==> src/rtl/hdr_ratio_pkg.sv <==
package hdr_ratio_pkg;
  typedef enum logic [1:0] {
    RATIO_X1 = 2'd0,
    RATIO_X2 = 2'd1,
    RATIO_X4 = 2'd2,
    RATIO_X8 = 2'd3
  } ratio_e;
endpackage

==> src/rtl/hdr_word_counter.sv <==
module hdr_word_counter #(
  parameter int unsigned LAST_IDX = 229,
  parameter int unsigned CNT_W    = 8
) (
  input  logic             clk_i,
  input  logic             rst_ni,
  input  logic             clr_i,
  input  logic             adv_i,
  output logic [CNT_W-1:0] cnt_o,
  output logic             at_last_o
);
  localparam logic [CNT_W-1:0] LastVal = CNT_W'(LAST_IDX);

  always_ff @(posedge clk_i or negedge rst_ni) begin
    if (!rst_ni)                       cnt_o <= '0;
    else if (clr_i)                    cnt_o <= '0;
    else if (adv_i && cnt_o != LastVal) cnt_o <= cnt_o + 1'b1;
  end

  assign at_last_o = (cnt_o == LastVal);

  a_r8_idle_holds_count: assert property (@(posedge clk_i) disable iff (!rst_ni)
    (!adv_i && !clr_i) |=> $stable(cnt_o));
endmodule

==> src/rtl/hdr_field_flag.sv <==
module hdr_field_flag #(
  parameter int unsigned CNT_W       = 8,
  parameter int unsigned IDX         = 69,
  parameter int unsigned FW          = 2,
  parameter bit          SET_ON_ZERO = 1'b0
) (
  input  logic             clk_i,
  input  logic             rst_ni,
  input  logic             clr_i,
  input  logic             adv_i,
  input  logic [CNT_W-1:0] cnt_i,
  input  logic [FW-1:0]    field_i,
  output logic             flag_o,
  output logic             next_o
);
  logic hit, cur;

  assign hit = adv_i && (cnt_i == CNT_W'(IDX));

  generate
    if (SET_ON_ZERO) begin : g_zero
      assign cur = (field_i == '0);
    end else begin : g_nonzero
      assign cur = (field_i != '0);
    end
  endgenerate

  assign next_o = hit ? cur : flag_o;

  always_ff @(posedge clk_i or negedge rst_ni) begin
    if (!rst_ni)     flag_o <= 1'b0;
    else if (clr_i)  flag_o <= 1'b0;
    else if (hit)    flag_o <= cur;
  end

  // flag moves only on its own word index
  a_r2_flag_hold: assert property (@(posedge clk_i) disable iff (!rst_ni)
    (!hit && !clr_i) |=> $stable(flag_o));
endmodule

==> src/rtl/hdr_ratio_enc.sv <==
module hdr_ratio_enc
  import hdr_ratio_pkg::*;
(
  input  logic   enc_i,
  input  logic   cmp_i,
  input  logic   wide_i,
  output ratio_e ratio_o
);
  logic [1:0] base;

  always_comb begin
    base = cmp_i ? 2'd2 : 2'd1;
    if (!enc_i && !cmp_i) ratio_o = RATIO_X1;
    else                  ratio_o = ratio_e'(base + {1'b0, wide_i});
  end
endmodule

==> src/rtl/hdr_ratio_detect.sv <==
module hdr_ratio_detect
  import hdr_ratio_pkg::*;
#(
  parameter int unsigned DATA_W  = 32,
  parameter int unsigned ENC_IDX = 69,
  parameter int unsigned CMP_IDX = 229,
  parameter int unsigned ENC_MSB = 3,
  parameter int unsigned ENC_LSB = 2,
  parameter int unsigned CMP_BIT = 1
) (
  input  logic              clk_i,
  input  logic              rst_ni,
  input  logic              start_i,
  input  logic              valid_i,
  input  logic [DATA_W-1:0] data_i,
  input  logic              last_i,
  input  logic              wide_i,
  output logic [1:0]        ratio_o,
  output logic              encrypted_o,
  output logic              compressed_o,
  output logic              done_o,
  output logic              err_o
);
  localparam int unsigned CNT_W = $clog2(CMP_IDX + 1);
  localparam int unsigned ENC_W = ENC_MSB - ENC_LSB + 1;
  localparam logic [DATA_W-1:0] USED_MASK =
    (((DATA_W)'(1) << ENC_W) - 1'b1) << ENC_LSB | ((DATA_W)'(1) << CMP_BIT);

  logic             active_q, adv, fin, early;
  logic [CNT_W-1:0] cnt;
  logic             at_last, enc_next, cmp_next;
  ratio_e           ratio_d, ratio_q;
  logic             data_unused;

  assign data_unused = ^(data_i & ~USED_MASK);

  assign adv   = active_q && valid_i && !start_i;
  assign fin   = adv && at_last;
  assign early = adv && last_i && !at_last;

  hdr_word_counter #(.LAST_IDX(CMP_IDX), .CNT_W(CNT_W)) u_cnt (
    .clk_i, .rst_ni, .clr_i(start_i), .adv_i(adv),
    .cnt_o(cnt), .at_last_o(at_last)
  );

  hdr_field_flag #(.CNT_W(CNT_W), .IDX(ENC_IDX), .FW(ENC_W), .SET_ON_ZERO(1'b0)) u_enc (
    .clk_i, .rst_ni, .clr_i(start_i), .adv_i(adv), .cnt_i(cnt),
    .field_i(data_i[ENC_MSB:ENC_LSB]), .flag_o(encrypted_o), .next_o(enc_next)
  );

  hdr_field_flag #(.CNT_W(CNT_W), .IDX(CMP_IDX), .FW(1), .SET_ON_ZERO(1'b1)) u_cmp (
    .clk_i, .rst_ni, .clr_i(start_i), .adv_i(adv), .cnt_i(cnt),
    .field_i(data_i[CMP_BIT]), .flag_o(compressed_o), .next_o(cmp_next)
  );

  hdr_ratio_enc u_ratio (.enc_i(enc_next), .cmp_i(cmp_next), .wide_i, .ratio_o(ratio_d));

  always_ff @(posedge clk_i or negedge rst_ni) begin
    if (!rst_ni) begin
      active_q <= 1'b1;
      done_o   <= 1'b0;
      err_o    <= 1'b0;
      ratio_q  <= RATIO_X1;
    end else if (start_i) begin
      active_q <= 1'b1;
      done_o   <= 1'b0;
      err_o    <= 1'b0;
      ratio_q  <= RATIO_X1;
    end else begin
      done_o <= fin;
      if (fin) begin
        active_q <= 1'b0;
        ratio_q  <= ratio_d;
      end
      if (early) begin
        active_q <= 1'b0;
        err_o    <= 1'b1;
      end
    end
  end

  assign ratio_o = ratio_q;

  a_r4_done_one_cycle: assert property (@(posedge clk_i) disable iff (!rst_ni)
    done_o |=> !done_o);
  a_r7_err_excludes_done: assert property (@(posedge clk_i) disable iff (!rst_ni)
    err_o |-> !done_o);
  a_r5_plain_is_x1: assert property (@(posedge clk_i) disable iff (!rst_ni)
    ($rose(done_o) && !encrypted_o && !compressed_o) |-> ratio_o == 2'd0);
  a_r9_idle_holds: assert property (@(posedge clk_i) disable iff (!rst_ni)
    (!active_q && !start_i) |=> ($stable(ratio_o) && $stable(err_o) &&
                                 $stable(encrypted_o) && $stable(compressed_o)));
  a_r10_start_clears: assert property (@(posedge clk_i) disable iff (!rst_ni)
    start_i |=> (ratio_o == 2'd0 && !err_o && !done_o && !encrypted_o && !compressed_o));
endmodule

==> config.mk <==
export PLATFORM = sky130hd
export DESIGN_NAME = hdr_ratio_detect
export DESIGN_NICKNAME = d
export VERILOG_FILES = /design/src/rtl/hdr_ratio_pkg.sv /design/src/rtl/hdr_word_counter.sv /design/src/rtl/hdr_field_flag.sv /design/src/rtl/hdr_ratio_enc.sv /design/src/rtl/hdr_ratio_detect.sv
export SDC_FILE = /design/constraint.sdc
export NUM_CORES = 1
export LEC_CHECK = 0
export BUFFER_PORTS_ARGS = -buffer_cell sky130_fd_sc_hd__buf_2
export CAP_MARGIN = 30
export CORE_UTILIZATION = 35
export DETAILED_ROUTE_END_ITERATION = 8
export PLACE_DENSITY = 0.65
export SLEW_MARGIN = 20
export SYNTH_ARGS = -nofsm -noshare
export SYNTH_HDL_FRONTEND = slang
export SYNTH_SLANG_ARGS = --single-unit
==> constraint.sdc <==
create_clock -name clk_i -period 2.4 [get_ports clk_i]
set_clock_uncertainty 0.1 [all_clocks]
set_input_delay 0.48 -clock clk_i [delete_from_list [all_inputs] [get_ports clk_i]]
set_output_delay 0.48 -clock clk_i [all_outputs]
set_load 0.02 [all_outputs]
==> results of run 1 <==
-- cells in the mapped netlist, drive strengths merged, types with 2 or more instances --
cell type	number
nand3b	4
nor4	2
nor2	8
inv	3
xnor2	4
nand2	6
a21o	2
nor3	3
ha	2
and3	2
nor3b	2
dfrtp	14
o21ai	4
a21oi	4
nand3	5
-- per-layer routing --
layer  global-route usage [%]  routed length (µm)  vias to the layer above
li1                         -                   -                      329
met1                     20.0                 739                      333
met2                     25.8                 846                       16
met3                     4.55                  82                        2
met4                     4.17                  12                        0
met5                        0                   0                        -
-- kinds of logic after synthesis --
kind of cell,synth area share (%)
AND/OR/NAND/NOR,29.9
adder cells (fa/ha/maj),3.05
XOR/XNOR,4.27
multiplexers,2.60
buffers and inverters,1.83
flip-flops,46.0
AO/OA/AOI/OAI,12.4
-- critical path, stage by stage, from the launching register on --
cell	delay, ns
sky130_fd_sc_hd__dfrtp_1	0.44
sky130_fd_sc_hd__ha_1	0.25
sky130_fd_sc_hd__and4bb_1	0.25
sky130_fd_sc_hd__a21o_1	0.27
sky130_fd_sc_hd__o211ai_1	0.18
sky130_fd_sc_hd__o31ai_1	0.09
-- where the power goes --
group | switching (W) | internal [W] | total, W
sequential | 0.00000785 | 0.000260 | 0.000268
combinational | 0.0000281 | 0.0000197 | 0.0000479
clock | 0.0000815 | 0.0000646 | 0.000146
total | 0.000117 | 0.000344 | 0.000461
-- flip-flops by register name, indices dropped and copies added, names as in the netlist --
| name | count |
|---|---|
| err_o | 1 |
| active_q | 1 |
| u_enc.flag_o | 1 |
| u_cnt.cnt_o | 8 |
| done_o | 1 |
| u_cmp.flag_o | 1 |
| ratio_o | 2 |
-- final cells by class --
type	instances	area, µm²	share of cell area (%)
Inverter	3	11.3	1.18
Multi-Input combinational cell	61	428	44.7
Clock buffer	4	26.3	2.75
Timing Repair Buffer	15	80.1	8.37
Sequential cell	15	377	39.3
Tap cell	28	35.0	3.66
-- how the worst max path moves through the flow --
stage | from | endpoint | slack (ns)
finish | u_cnt.cnt_o[0]$_DFFE_PN0P_ | u_cnt.cnt_o[3]$_DFFE_PN0P_ | 0.70
global route | u_cnt.cnt_o[1]$_DFFE_PN0P_ | u_cmp.flag_o$_DFF_PN0_ | 0.59
CTS | u_cnt.cnt_o[0]$_DFFE_PN0P_ | u_cnt.cnt_o[3]$_DFFE_PN0P_ | 0.70
detailed placement | start_i | ratio_o[1]$_DFFE_PN0P_ | 0.66
global placement | start_i | ratio_o[1]$_DFFE_PN0P_ | 0.69
floorplan | u_cnt.cnt_o[0]$_DFFE_PN0P_ | u_cnt.cnt_o[3]$_DFFE_PN0P_ | 0.86
-- metrics by stage --
step	hold slack, ns	util, %	instances	total power [W]	cell area (µm²)
after floorplan	0.0844	-	80	0.000297	820
after global placement	0.308	41.6	121	0.000317	921
after detailed placement	0.307	41.6	121	0.000320	921
after CTS	0.295	43.3	126	0.000468	957
after global routing	0.324	43.3	126	0.000483	957
final	0.300	43.3	126	0.000461	957
==> results.env, run 1 <==
OUTCOME='finished, final reports clean'
SYNTH_LARGEST_TYPE_AREA_FRACTION_PCT=42.7
NUMBER_OF_GLOBAL_ROUTE_VIAS_BEFORE_REPAIR=625
POST-ROUTE-PERIOD-UTIL_PCT=70.7
YS_FF_LATCH=15
R2R.WORST_PATH.CELLS=5
DRT-WIRELENGTH-PER-CELL_UM=13.3
MIN_PATH_TYPE='input pin to register'
CRIT_PATH_MAX_FO=7
SYNTH-MAIN-FF-CELL='sky130_fd_sc_hd__dfrtp_1'
SYNTHESIS.YOSYS.WARNINGS=0
CTS_TREE='built'
SYNTH_NETS=120
SYN-CELL-AREA_UM2=820
DRT_WL_TOTAL_MM=1.68
TIMING.CRITICAL_PATH.REQUIRED_NS=2.47
POWER_DENSITY_nW_PER_UM2=482
INITIAL_ANTENNA_VIOLATION_COUNT=0
GRT_PASS1_WL_MM=2.91
CRITICALPATHCATEGORY='register to register'
PLACE_HPWL_MM=1.26
VIAS_PER_CELL=5.40
WORSTREG2REGSTART='u_cnt.cnt_o[0]$_DFFE_PN0P_'
BUFFER_PORTS.INSERTED=14
CTS.SINKS=15
FP.COREAREA_UM2=2210
SYNTH-EDFF-COUNT=0
MIN_TO='u_cmp.flag_o$_DFF_PN0_'
DIODES=0
DIE_HEIGHT_UM=50.4
DESIGN.FINAL.NETS=139
SYNTHTOLAYOUTAREAGROWTH_PCT=16.8
SYNTHESIS.AREA_PER_INSTANCE_UM2=10.2
PLACE.GP.CONGESTION=0.786
GRT_START_MAX_NET_PINS=16
SYNTH_CELLS=80
MAXIMUM_ROOT_TO_SINK_BUFFER_COUNT=2
VIAS=680
INSERTION_DELAY_OF_THE_LATER_CLOCKED_PIN_IN_THE_WORST_SKEW_PAIR_NS=0.28
DIE-WIDTH_UM=50.4
CTS_REPAIR_RESIZE_COUNT=0
FMAXACHIEVABLE_MHz=589
DESIGN.DIE.AREA_UM2=2540
N_FILL_CELL=230
DPL_WORST_SLACK_NS=0.659
POST_CTS_HOLD_BUFFER_COUNT=1
SYNTH.AREA.TOP_CELLS='sky130_fd_sc_hd__dfrtp_1 43%, sky130_fd_sc_hd__xnor2_1 4.3%, sky130_fd_sc_hd__nor2_1 3.7%'
VDD.IR_DROP.WORST_V=0.000336
FP-ROW-COUNT=17
SYNTH-ASYNC-RESET-RATIO_PCT=100
SETUP_SLACK_NS=0.703
FINALSETUPTNS_NS=0
CTS.CLK_SLEW.WORST_PATHS_NS=0.09
OVERFLOW=0
CTS.REPAIR_TIMING.SETUP_BUFFER_COUNT=0
DRT_ITER0_MARKERS=9
DRIVE_ABOVE_1_SHARE_PCT=25.5
MOST-COMMON-LAYOUT-CELLS='14 x sky130_fd_sc_hd__dfrtp_1, 14 x sky130_fd_sc_hd__buf_2, 8 x sky130_fd_sc_hd__nor2_1, 6 x sky130_fd_sc_hd__nand2_1'
DRC=0
ROOT_BUFFER='sky130_fd_sc_hd__clkbuf_4'
TIMING.HOLD.WORST.START='data_i[1]'
FINAL-HOLD-VIOLATION-COUNT=0
START_KIND='register'
START_UTIL_PCT=37.0
SETUP_VIOLATIONS=0
GRT_SETUP_UNREPAIRED='false'
ENDPOINT_KIND_OF_THE_WORST_SETUP_TIMING_PATH='register'
R2R-END='u_cnt.cnt_o[3]$_DFFE_PN0P_'
CTSHTREEMAXLEVEL=1
DRT_PRE_ANTENNA_ITERS=4
MAXSLEWHEADROOM_PCT=76.8
FINAL_MIN_PERIOD_NS=1.70
DRV.MAX_CAP_VIOLATION_COUNT=0
HOLDPATHSTAGES=2
LEAKAGEPOWER_nW=0.453
WORST-ENDPOINT-ARRIVAL_NS=1.77
TRITONCTS.NUM_BUFFERS=3
GRT_USE_TOTAL_PCT=15.7
BOUNDARYPINS=44
SYNTH_AREA_LEADER_CELL='sky130_fd_sc_hd__dfrtp_1'
RRSETUPSLACK_NS=0.70
FIN_MAX_SLEW_VIOS=0
POSTROUTEANTENNANETS=0
TIGHTEST_SLEW_NS=0.348
SYNTH_UNIQUE_CELLS=36
SYNTH_SEQ_AREA_SHARE_PCT=46.0
No activity file was read; power rests on OpenSTA's default activity.
==> run 2, diff against run 1 <==
- PLACE_DENSITY: 0.65 -> 0.68
- clock period: 2.4 -> 1.4 ns (I/O delays scaled with it)
==> results.env, run 2 (synthesized netlist as in run 1, its figures left out) <==
FMAXACHIEVABLE_MHz=660  # +12%
GRT_PASS1_WL_MM=3.24  # +11%
OUTCOME='complete, but fails checks'
VDD.IR_DROP.WORST_V=0.000531  # +58%
TIGHTEST_SLEW_NS=0.347  # -0.00119 ns
GRT_START_MAX_NET_PINS=16  # unchanged
DRT_PRE_ANTENNA_ITERS=4  # unchanged
MIN_PATH_TYPE='input pin to register'
BUFFER_PORTS.INSERTED=14  # unchanged
ROOT_BUFFER='sky130_fd_sc_hd__clkbuf_4'
CTS_TREE='built'
POSTROUTEANTENNANETS=0  # unchanged
ROUTE.MET3.WL_UM=78  # -4.9%
MOST-COMMON-LAYOUT-CELLS='14 x sky130_fd_sc_hd__buf_2, 13 x sky130_fd_sc_hd__buf_4, 12 x sky130_fd_sc_hd__dfrtp_1, 7 x sky130_fd_sc_hd__nor2_1, 6 x sky130_fd_sc_hd__nand2_1'
DRT_WL_TOTAL_MM=1.95  # +16%
GRT_USE_TOTAL_PCT=17.2  # +1.5 points
MAXSLEWHEADROOM_PCT=76.9  # +0.079 points
CTS.CLK_SLEW.WORST_PATHS_NS=0.09  # about the same
TRITONCTS.NUM_BUFFERS=3  # unchanged
TIMING.CRITICAL_PATH.REQUIRED_NS=1.47  # -1.00 ns
DIE_HEIGHT_UM=50.4  # unchanged
POWER_DENSITY_nW_PER_UM2=691  # +43%
SETUP_VIOLATIONS=11  # +11
VIOLATIONS_IN_THE_FINAL_REPORTS='setup timing'
WORST_PATH_LARGEST_CELL_DELAY_NS=0.42  # -0.02 ns
INSERTION_DELAY_OF_THE_LATER_CLOCKED_PIN_IN_THE_WORST_SKEW_PAIR_NS=0.29  # about the same
TOP_LAYER='met4'
REGISTER_AREA_UM2=379  # +0.66%
LEAKAGEPOWER_nW=0.571  # +26%
FP.COREAREA_UM2=2210  # unchanged
TOTAL_POWER_W=0.000842  # +82%
FINAL_MIN_PERIOD_NS=1.51  # -0.183 ns
M1WIRELENGTH_UM=809  # +9.5%
FP-ROW-COUNT=17  # unchanged
DESIGN.DIE.AREA_UM2=2540  # unchanged
LARGEST_REGISTER_FF_COUNT=8  # unchanged
FIN_MAX_SLEW_VIOS=0  # unchanged
CRIT_CHAIN='ha_4, and4bb_4, a21o_4, o211ai_1, o31ai_1'
DRT-WIRELENGTH-PER-CELL_UM=13.6  # +1.8%
POST-ROUTE-PERIOD-UTIL_PCT=108  # +37 points
PLACE_HPWL_MM=1.38  # +9.7%
NUMBER_OF_GLOBAL_ROUTE_VIAS_BEFORE_REPAIR=726  # +16%
DIODES=0  # unchanged
BOUNDARYPINS=44  # unchanged
DRC=0  # unchanged
MAXIMUM_ROOT_TO_SINK_BUFFER_COUNT=2  # unchanged
FINAL-HOLD-VIOLATION-COUNT=0  # unchanged
MULTIINPUTGATEAREA_UM2=532  # +24%
SETUP_SLACK_NS=-0.114  # -0.817 ns
DIE-WIDTH_UM=50.4  # unchanged
DRIVE_ABOVE_1_SHARE_PCT=52.6  # +27 points
OVERFLOW=0  # unchanged
WL_MET2_MM=1.04  # +23%
INITIAL_ANTENNA_VIOLATION_COUNT=0  # unchanged
DRT_ITER0_MARKERS=15  # +6
GRT_SETUP_UNREPAIRED='true'
WORST-ENDPOINT-ARRIVAL_NS=1.59  # -0.18 ns
CTS.SINKS=15  # unchanged
CRIT_PATH_MAX_FO=6  # -1
CTSHTREEMAXLEVEL=1  # unchanged
TOP_REGISTER='u_cnt.cnt_o'
START_KIND='register'
WORST_PATH_MAX_DELAY_CELL='sky130_fd_sc_hd__dfrtp_1'
PLACE.GP.CONGESTION=0.770  # -2.1%
START_UTIL_PCT=37.0  # unchanged
DRV.MAX_CAP_VIOLATION_COUNT=0  # unchanged
LAYOUT.CORE_UTILIZATION_PCT=55.1  # +12 points
VIAS_PER_CELL=5.26  # -2.5%
SYNTHTOLAYOUTAREAGROWTH_PCT=48.7
N_FILL_CELL=205  # -11%
DESIGN.FINAL.NETS=157  # +13%
LAYOUT.CELLS.MOST_COMMON='sky130_fd_sc_hd__buf_2'
ENDPOINT_KIND_OF_THE_WORST_SETUP_TIMING_PATH='register'
CRITICALPATHCATEGORY='register to register'
VIAS=758  # +11%
[run 2: worst max-delay path: cells and delay by family (launching register included)]
kind / cells / cell delay [ns]
compound gates: 3 / 0.47
flops: 1 / 0.42
simple gates: 1 / 0.22
fa+ha+maj: 1 / 0.19
[run 2: timing repair]
item                                    CTS  global route
gates resized for setup                  19             6
endpoints found under the setup margin   13            14
hold buffers                              1             0
hold endpoints to repair                 14             0
pin swaps                                 7             9
setup buffers                             2             1
[run 2: final cells by class]
cell class,instances,area share (%)
sequential,15,31.1
multi-input combinational,61,43.6
inverter,3,0.924
timing repair buffer,33,19.2
clock buffer,3,1.85
tap,28,2.87
clock inverter,1,0.411
[run 2: routing by layer]
metal	track usage [%]	up-vias
li1	-	369
met4	7.41	0
met5	0	-
met3	1.82	4
met2	30.0	22
met1	21.3	363
[run 2: path summary, 6_finish.rpt]
check,depth (start not counted),end,startpoint,slack [ns]
hold reg to reg,1,err_o$_DFFE_PN0P_,err_o$_DFFE_PN0P_,0.39
max in group asynchronous,2,active_q$_DFFE_PN1P_,rst_ni,0.58
min in group asynchronous,2,u_cnt.cnt_o[5]$_DFFE_PN0P_,rst_ni,0.32
hold / removal,2,u_cmp.flag_o$_DFF_PN0_,data_i[1],0.10
setup / recovery,5,u_cnt.cnt_o[3]$_DFFE_PN0P_,u_cnt.cnt_o[0]$_DFFE_PN0P_,-0.11
setup reg to reg,5,u_cnt.cnt_o[3]$_DFFE_PN0P_,u_cnt.cnt_o[0]$_DFFE_PN0P_,-0.11
[run 2: power by group]
part           total, W  switching, W  internal, W
registers      0.000455    0.00000997     0.000445
clock network  0.000252      0.000146     0.000106
logic          0.000135     0.0000714    0.0000636
total          0.000842      0.000227     0.000615
[run 2: metrics by stage]
stage	setup WS, ns	TNS, ns	hold slack, ns	area (µm²)	cells
global route	-0.207	-1.56	0.0957	1220	144
finish	-0.114	-0.641	0.102	1220	144
CTS	-0.163	-1.06	0.0973	1190	143
floorplan	-0.103	-0.219	-0.116	828	80
global placement	-0.141	-0.674	0.104	1040	136
detailed placement	-0.169	-1.26	0.105	1040	136
